### src/rtl/rssi_pkg.sv
// Shared constants for the signal strength estimator.
// Assumes: S-meter codes fit in 7 bits (largest code is 94).
package rssi_pkg;
    localparam int CODE_W = 7;
    typedef logic [CODE_W-1:0] scode_t;

    // Binary region: code rises by one each time RSSI doubles past 4..512
    localparam int BIN_STEPS = 8;
    localparam int BIN_FIRST_EXP = 2;

    // Upper region: roughly 10 dB steps over the S9 level
    localparam int DB_STEPS = 4;
    localparam int unsigned DB_LIMIT [DB_STEPS] = '{1618, 5120, 16180, 51200};
    localparam int DB_BASE_CODE = 90;
endpackage

### src/rtl/rssi_level_filter.sv
// Leaky integrator for one channel: level += |x| - (level >> LSH).
// Assumes: ACC_W is wide enough for (2^(SMP_W-1)-1) << LSH.
// The most negative input saturates to the largest positive magnitude.
module rssi_level_filter #(
    parameter int SMP_W = 16,
    parameter int ACC_W = 32,
    parameter int LSH   = 8
) (
    input  logic                    clk,
    input  logic                    rst_n,
    input  logic                    smp_valid,
    input  logic signed [SMP_W-1:0] smp,
    output logic        [ACC_W-1:0] level
);
    localparam logic [SMP_W-1:0] MOST_NEG = {1'b1, {(SMP_W-1){1'b0}}};
    localparam logic [SMP_W-1:0] MOST_POS = {1'b0, {(SMP_W-1){1'b1}}};
    localparam logic [ACC_W-1:0] LEVEL_CAP = ACC_W'(MOST_POS) << LSH;

    logic [SMP_W-1:0] abs_val;

    // Purpose: saturating absolute value of the incoming sample
    always_comb begin
        if (smp == MOST_NEG)
            abs_val = MOST_POS;
        else if (smp[SMP_W-1])
            abs_val = SMP_W'(-smp);
        else
            abs_val = smp;
    end

    // Purpose: integrate the magnitude with a shift-based leak on each strobe
    always_ff @(posedge clk) begin
        if (!rst_n)
            level <= '0;
        else if (smp_valid)
            level <= level + ACC_W'(abs_val) - (level >> LSH);
    end


    level_bound_chk: assert property (@(posedge clk) disable iff (!rst_n)
        level <= LEVEL_CAP);
endmodule

### src/rtl/rssi_magnitude.sv
// Vector length estimate from two smoothed channel levels:
// max(hi, 29/32*hi + 61/128*lo) >> LSH, clamped to a minimum of 1.
// Assumes: levels stay well below 2^ACC_W so the blended sum fits ACC_W+1 bits.
module rssi_magnitude #(
    parameter int ACC_W = 32,
    parameter int LSH   = 8
) (
    input  logic [ACC_W-1:0] lvl_a,
    input  logic [ACC_W-1:0] lvl_b,
    output logic [ACC_W-1:0] length
);
    localparam int SUM_W = ACC_W + 1;

    logic [ACC_W-1:0] hi, lo;
    logic [SUM_W-1:0] blend, pick;
    logic [ACC_W-1:0] scaled;

    // Purpose: order the two levels
    always_comb begin
        if (lvl_a >= lvl_b) begin
            hi = lvl_a;
            lo = lvl_b;
        end else begin
            hi = lvl_b;
            lo = lvl_a;
        end
    end

    // Purpose: shift-and-add weights, each term truncated on its own
    always_comb begin
        blend = SUM_W'(hi >> 1) + SUM_W'(hi >> 2) + SUM_W'(hi >> 3) + SUM_W'(hi >> 5)
              + SUM_W'(lo >> 2) + SUM_W'(lo >> 3) + SUM_W'(lo >> 4) + SUM_W'(lo >> 5)
              + SUM_W'(lo >> 7);
        pick  = (SUM_W'(hi) > blend) ? SUM_W'(hi) : blend;
    end

    // Purpose: scale back down and apply the floor of one
    always_comb begin
        scaled = ACC_W'(pick >> LSH);
        length = (scaled == '0) ? ACC_W'(1) : scaled;
    end
endmodule

### src/rtl/rssi_squant.sv
// Maps an RSSI word to an S-meter code: 1..9 on doubling thresholds,
// then 91..94 on the upper thresholds.
// Assumes: the threshold lists in rssi_pkg are ascending.
module rssi_squant
    import rssi_pkg::*;
#(
    parameter int ACC_W = 32
) (
    input  logic [ACC_W-1:0] rssi_in,
    output scode_t           code
);
    logic [BIN_STEPS-1:0] bin_hit;
    logic [DB_STEPS-1:0]  db_hit;

    // One strict comparator per doubling threshold (4, 8, ... 512)
    for (genvar k = 0; k < BIN_STEPS; k++) begin : g_bin
        assign bin_hit[k] = rssi_in > ACC_W'(64'd1 << (k + BIN_FIRST_EXP));
    end

    // One strict comparator per upper threshold
    for (genvar k = 0; k < DB_STEPS; k++) begin : g_db
        assign db_hit[k] = rssi_in > ACC_W'(DB_LIMIT[k]);
    end

    // Purpose: count thresholds passed and form the code
    always_comb begin
        if (|db_hit)
            code = CODE_W'(DB_BASE_CODE) + CODE_W'($countones(db_hit));
        else
            code = CODE_W'(1) + CODE_W'($countones(bin_hit));
    end
endmodule

### src/rtl/rssi_divider.sv
// Restoring divider, one quotient bit per cycle, N_W cycles per division.
// A start pulse loads the operands; done pulses one cycle after the last step.
// Assumes: denom is nonzero and start is not raised while busy.
module rssi_divider #(
    parameter int N_W = 32,
    parameter int D_W = 32
) (
    input  logic           clk,
    input  logic           rst_n,
    input  logic           start,
    input  logic [N_W-1:0] numer,
    input  logic [D_W-1:0] denom,
    output logic [N_W-1:0] quot,
    output logic           done
);
    localparam int CNT_W = $clog2(N_W + 1);
    localparam int P_W   = N_W + D_W;

    logic [D_W-1:0]   rem, dvs;
    logic [N_W-1:0]   quo, num_q;
    logic [CNT_W-1:0] cnt;
    logic             busy;
    logic [D_W:0]     shifted;
    logic             fits;
    logic [D_W-1:0]   rem_nxt;

    // Purpose: one restoring step on the current remainder
    always_comb begin
        shifted = {rem, quo[N_W-1]};
        fits    = shifted >= {1'b0, dvs};
        rem_nxt = fits ? D_W'(shifted - {1'b0, dvs}) : D_W'(shifted);
    end

    // Purpose: load on start, iterate while busy, flag completion
    always_ff @(posedge clk) begin
        if (!rst_n) begin
            rem   <= '0;
            dvs   <= D_W'(1);
            quo   <= '0;
            num_q <= '0;
            cnt   <= '0;
            busy  <= 1'b0;
            done  <= 1'b0;
        end else begin
            done <= 1'b0;
            if (start) begin
                rem   <= '0;
                dvs   <= denom;
                quo   <= numer;
                num_q <= numer;
                cnt   <= CNT_W'(N_W);
                busy  <= 1'b1;
            end else if (busy) begin
                rem <= rem_nxt;
                quo <= {quo[N_W-2:0], fits};
                cnt <= cnt - CNT_W'(1);
                if (cnt == CNT_W'(1)) begin
                    busy <= 1'b0;
                    done <= 1'b1;
                end
            end
        end
    end

    assign quot = quo;


    nonzero_divisor_chk: assert property (@(posedge clk) disable iff (!rst_n)
        start |-> denom != '0);


    exact_quotient_chk: assert property (@(posedge clk) disable iff (!rst_n)
        done |-> ((P_W'(quo) * P_W'(dvs) + P_W'(rem) == P_W'(num_q)) && (rem < dvs)));


    no_restart_busy_chk: assert property (@(posedge clk) disable iff (!rst_n)
        start |-> (!busy || cnt == CNT_W'(1) || cnt == '0));
endmodule

### src/rtl/rssi_meter.sv
// Top of the signal strength estimator. Per strobe it updates both channel
// integrators. When the transmit flag was low at that strobe, it estimates the
// vector length, divides GAIN_TOP by it and publishes RSSI, S-code and gain
// together with a one-cycle out_valid.
// Assumes: strobes are at least GAIN_W+1 cycles apart.
module rssi_meter
    import rssi_pkg::*;
#(
    parameter int              SMP_W    = 16,
    parameter int              ACC_W    = 32,
    parameter int              LSH      = 8,
    parameter int              GAIN_W   = 32,
    parameter logic [GAIN_W-1:0] GAIN_TOP = GAIN_W'(32'd16777216)
) (
    input  logic                    clk,
    input  logic                    rst_n,
    input  logic                    smp_valid,
    input  logic signed [SMP_W-1:0] smp_i,
    input  logic signed [SMP_W-1:0] smp_q,
    input  logic                    tx_active,
    output logic                    out_valid,
    output logic [ACC_W-1:0]        rssi,
    output logic [CODE_W-1:0]       s_code,
    output logic [GAIN_W-1:0]       rx_gain
);
    localparam int N_CH = 2;

    logic signed [SMP_W-1:0] ch_smp [N_CH];
    logic [ACC_W-1:0]        ch_lvl [N_CH];
    logic [ACC_W-1:0]        length;
    logic [ACC_W-1:0]        cand;
    scode_t                  cand_code;
    logic                    pend, pend_tx;
    logic                    div_start, div_done;
    logic [GAIN_W-1:0]       div_quot;

    assign ch_smp[0] = smp_i;
    assign ch_smp[1] = smp_q;

    // One integrator per channel
    for (genvar c = 0; c < N_CH; c++) begin : g_ch
        rssi_level_filter #(
            .SMP_W (SMP_W),
            .ACC_W (ACC_W),
            .LSH   (LSH)
        ) u_filt (
            .clk       (clk),
            .rst_n     (rst_n),
            .smp_valid (smp_valid),
            .smp       (ch_smp[c]),
            .level     (ch_lvl[c])
        );
    end

    rssi_magnitude #(
        .ACC_W (ACC_W),
        .LSH   (LSH)
    ) u_mag (
        .lvl_a  (ch_lvl[0]),
        .lvl_b  (ch_lvl[1]),
        .length (length)
    );

    // Purpose: remember that a strobe happened and what the transmit flag was
    always_ff @(posedge clk) begin
        if (!rst_n) begin
            pend    <= 1'b0;
            pend_tx <= 1'b0;
        end else begin
            pend    <= smp_valid;
            pend_tx <= smp_valid & tx_active;
        end
    end

    assign div_start = pend & ~pend_tx;

    // Purpose: capture the new RSSI candidate when a division starts
    always_ff @(posedge clk) begin
        if (!rst_n)
            cand <= ACC_W'(1);
        else if (div_start)
            cand <= length;
    end

    rssi_divider #(
        .N_W (GAIN_W),
        .D_W (ACC_W)
    ) u_div (
        .clk   (clk),
        .rst_n (rst_n),
        .start (div_start),
        .numer (GAIN_TOP),
        .denom (length),
        .quot  (div_quot),
        .done  (div_done)
    );

    rssi_squant #(
        .ACC_W (ACC_W)
    ) u_quant (
        .rssi_in (cand),
        .code    (cand_code)
    );

    // Purpose: publish RSSI, code and gain together when the quotient is ready
    always_ff @(posedge clk) begin
        if (!rst_n) begin
            out_valid <= 1'b0;
            rssi      <= ACC_W'(1);
            s_code    <= CODE_W'(1);
            rx_gain   <= GAIN_TOP;
        end else begin
            out_valid <= div_done;
            if (div_done) begin
                rssi    <= cand;
                s_code  <= cand_code;
                rx_gain <= div_quot;
            end
        end
    end


    rssi_floor_chk: assert property (@(posedge clk) disable iff (!rst_n)
        rssi != '0);


    pulse_width_chk: assert property (@(posedge clk) disable iff (!rst_n)
        out_valid |=> !out_valid);


    publish_only_chk: assert property (@(posedge clk) disable iff (!rst_n)
        !$stable({rssi, s_code, rx_gain}) |-> out_valid);


    code_range_chk: assert property (@(posedge clk) disable iff (!rst_n)
        (s_code >= CODE_W'(1) && s_code <= CODE_W'(9)) ||
        (s_code >= CODE_W'(91) && s_code <= CODE_W'(94)));


    tx_silent_chk: assert property (@(posedge clk) disable iff (!rst_n)
        (smp_valid && tx_active) |=> !div_start);
endmodule

### config.mk
export PLATFORM = sky130hd
export DESIGN_NAME = rssi_meter
export DESIGN_NICKNAME = d
export VERILOG_FILES = /design/src/rtl/rssi_pkg.sv /design/src/rtl/rssi_level_filter.sv /design/src/rtl/rssi_magnitude.sv /design/src/rtl/rssi_squant.sv /design/src/rtl/rssi_divider.sv /design/src/rtl/rssi_meter.sv
export SDC_FILE = /design/constraint.sdc
export NUM_CORES = 1
export LEC_CHECK = 0
export BUFFER_PORTS_ARGS = -buffer_cell sky130_fd_sc_hd__buf_2
export CAP_MARGIN = 20
export CORE_MARGIN = 3
export CORE_UTILIZATION = 40
export CTS_CLUSTER_DIAMETER = 200
export DETAILED_ROUTE_END_ITERATION = 8
export SYNTH_ARGS = -nofsm -noshare
export SYNTH_HDL_FRONTEND = slang
export SYNTH_SLANG_ARGS = --single-unit
### constraint.sdc
create_clock -name clk -period 27.1 [get_ports clk]
set_clock_uncertainty 0.15 [all_clocks]
set_input_delay 1.355 -clock clk [delete_from_list [all_inputs] [get_ports clk]]
set_output_delay 1.355 -clock clk [all_outputs]
set_load 0.01 [all_outputs]
==> impl_metrics.csv <==
group,metric,value,unit
die,ioPinCount,108,
setup_path,critPathMaxFanout,94,
timing,finalCritPeriodShare,0.484,
grt,antenna_found_initial,0,
layout,drive_above_1_share,0.0742,
setup_path,crit_arrival,13.45,ns
clock_tree,clk_pin_slew,0.06,ns
setup_path,criticalPathCategory,"flip-flop to flip-flop",
clock_tree,cts_resized,0,
die,rows,90,
flow_run,cap_violations,0,
drt,drtIter0Drc,1198,
timing,drv_slew,0,
synthesis,synth_edf_count,0,
synthesis,ys_seq_elements,228,
die,core_area,60900,sq um
grt,grt_max_degree,97,
layout,syn_to_final_growth,9.44,%
synthesis,synth_cell_type_count,91,
drt,drc,0,
layout,stdcell_count,3833,
clock_tree,numCtsBuffers,28,
synthesis,syn_inst,2929,
timing,worstMarginPinSlew,1.08,ns
timing,timing.slew.headroom,0.261,
synthesis,avgSynthCellArea,8.50,sq um
clock_tree,htreeDepth,1,
drt,wirelength,65600,um
drt,avgRoutedWirePerCell,17.1,um
timing,final_hold_viol_count,0,
die,die_area,65200,sq um
layout,nNetsFinal,3474,
layout,layout_common_cells,"327 x inv_1, 253 x ha_1, 226 x dfxtp_1, 216 x nand2_1, 202 x fa_1",
synthesis,synth_seq_area_share,0.183,
clock_tree,cts-hold-fix-buffers,0,
outcome,status,"completed",
timing,fin_setup_tns,0,ns
timing,setup_viol,0,
setup_path,cpPeakStageDelay,0.75,ns
setup_path,critPathSlowestCell,"buf_4",
die,die_y,255,um
timing,period_needed,13.11,ns
die,die_width,255,um
layout,n_antenna_cell,0,
timing,clock.fmax,76.3,MHz
clock_tree,cts-root-buf,"clkbuf_16",
grt,grt-ovfl-total,0,
placed_design,port-buffer-count,100,
grt,grt_pass1_vias,20900,
layout,final_cell_area,27200,sq um
placed_design,place_area,26200,sq um
synthesis,yosys_warnings,0,
min_path,min_path_type,"flip-flop to flip-flop",
synthesis,synth.area.top_cells,"dfxtp_1 18%, fa_1 16%, ha_1 13%",
placed_design,dp_hpwl,51700,um
synthesis,synth_area,24900,sq um
clock_tree,ctsLongestPathBuffers,3,
drt,drt_pass1_iterations,5,
clock_tree,clock_latency,0.60,ns
grt,grt_usage,0.199,
placed_design,placed_cells,3777,
setup_path,crit_required,27.44,ns
setup_path,endpoint_kind,"flip-flop",
synthesis,ys.flop_type,"dfxtp_1",
layout,final_common_cell,"inv_1",
timing,rsz0062_at_grt,"false",
drt,viasPerCell,5.38,
drt,num_vias,20600,
die,start_util,0.409,
clock_tree,post_cts_buffers,0,
placed_design,place_congestion,0.919,
timing,timing.hold.ws,0.333,ns
setup_path,start_kind,"flip-flop",
synthesis,synth_area_leader_cell,"dfxtp_1",
synthesis,synth_top_area_frac,0.183,
setup_path,path_common_cell,"inv_1",
grt,grt_pass1_wl,109000,um
synthesis,postSynth.asyncResetShare,0,
drt,postRouteAntennaNets,0,
clock_tree,cts_tree,"yes",
clock_tree,cts_sinks,228,
==> layout make-up <==
type / count / area, sq um
clock inverter: 14 / 211
sequential: 228 / 4570
timing repair buffer: 128 / 736
tap: 828 / 1040
fill: 5987 / 33700
clock buffer: 38 / 798
inverter: 327 / 1230
multi-input combinational: 2270 / 18700
==> worst max-delay path: cells and delay by family (launching register included) <==
| kind | cells | cell delay (ns) |
|---|---|---|
| AND/OR/NAND/NOR | 9 | 2.03 |
| AO/OA/AOI/OAI | 19 | 4.78 |
| flip-flops | 1 | 0.41 |
| buffers and inverters | 7 | 1.55 |
| XOR/XNOR | 1 | 0.31 |
| multiplexers | 1 | 0.35 |
| adder cells (fa/ha/maj) | 8 | 3.40 |
==> cell families (layout without fill, tap and decap cells) <==
| group | Yosys count | in the layout | share of synthesized area |
|---|---|---|---|
| AND/OR/NAND/NOR | 831 | 831 | 0.166 |
| AO/OA/AOI/OAI | 642 | 642 | 0.165 |
| adder cells (fa/ha/maj) | 456 | 456 | 0.290 |
| buffers and inverters | 437 | 507 | 0.0684 |
| flip-flops | 228 | 228 | 0.183 |
| multiplexers | 174 | 174 | 0.0713 |
| XOR/XNOR | 160 | 160 | 0.0563 |
| other | 1 | 7 | 0.000151 |
==> sequential cells by signal, indices dropped and copies added (netlist names) <==
register and cells:
g_ch.u_filt.level 64, out_valid 1, pend 1, pend_tx 1
rssi 25, rx_gain 32, s_code 7, u_div.busy 1
u_div.cnt 6, u_div.done 1, u_div.dvs 25, u_div.quot 32
u_div.rem 32
==> final timing paths <==
kind / start / to / slack [ns] / cells after the start
max: g_ch[1].u_filt.level[30] / u_div.dvs[4] / 13.99 / 45
min: u_div.rem[31] / u_div.rem[31] / 0.33 / 2
max reg2reg: g_ch[1].u_filt.level[30] / u_div.dvs[4] / 13.99 / 45
min reg2reg: u_div.rem[31] / u_div.rem[31] / 0.33 / 2
==> metal layers <==
metal / track usage / wire (um) / vias to the layer above
li1: - / - / 10200
met1: 0.262 / 29900 / 9985
met2: 0.350 / 31600 / 391
met3: 0.0215 / 2490 / 98
met4: 0.0478 / 1660 / 0
met5: 0 / 0 / -
==> cell usage after synthesis, drive strengths merged (23+ instances only) <==
library cell,number
ha,253
buf,32
nor3,50
a21o,70
mux2i,156
nor2,198
o21ai,187
a21oi,161
nand2b,28
fa,202
xnor2,88
xor2,72
clkbuf,78
nor2b,122
nand2,217
dfxtp,228
inv,327
nand3,59
nand4,34
and2,23
o21a,25
a211oi,38
==> per-stage QoR <==
step | worst slack [ns] | util
5_1_grt | 12.93 | 0.447
3_5_place_dp | 13.61 | 0.430
4_1_cts | 13.54 | 0.446
3_3_place_gp | 14.04 | 0.430
2_1_floorplan | 14.49 | -
6_report | 13.99 | 0.447
Power is left out: the tool's default activity adds up to more than one toggle a clock period on the data nets, which glitch-free logic cannot reach.
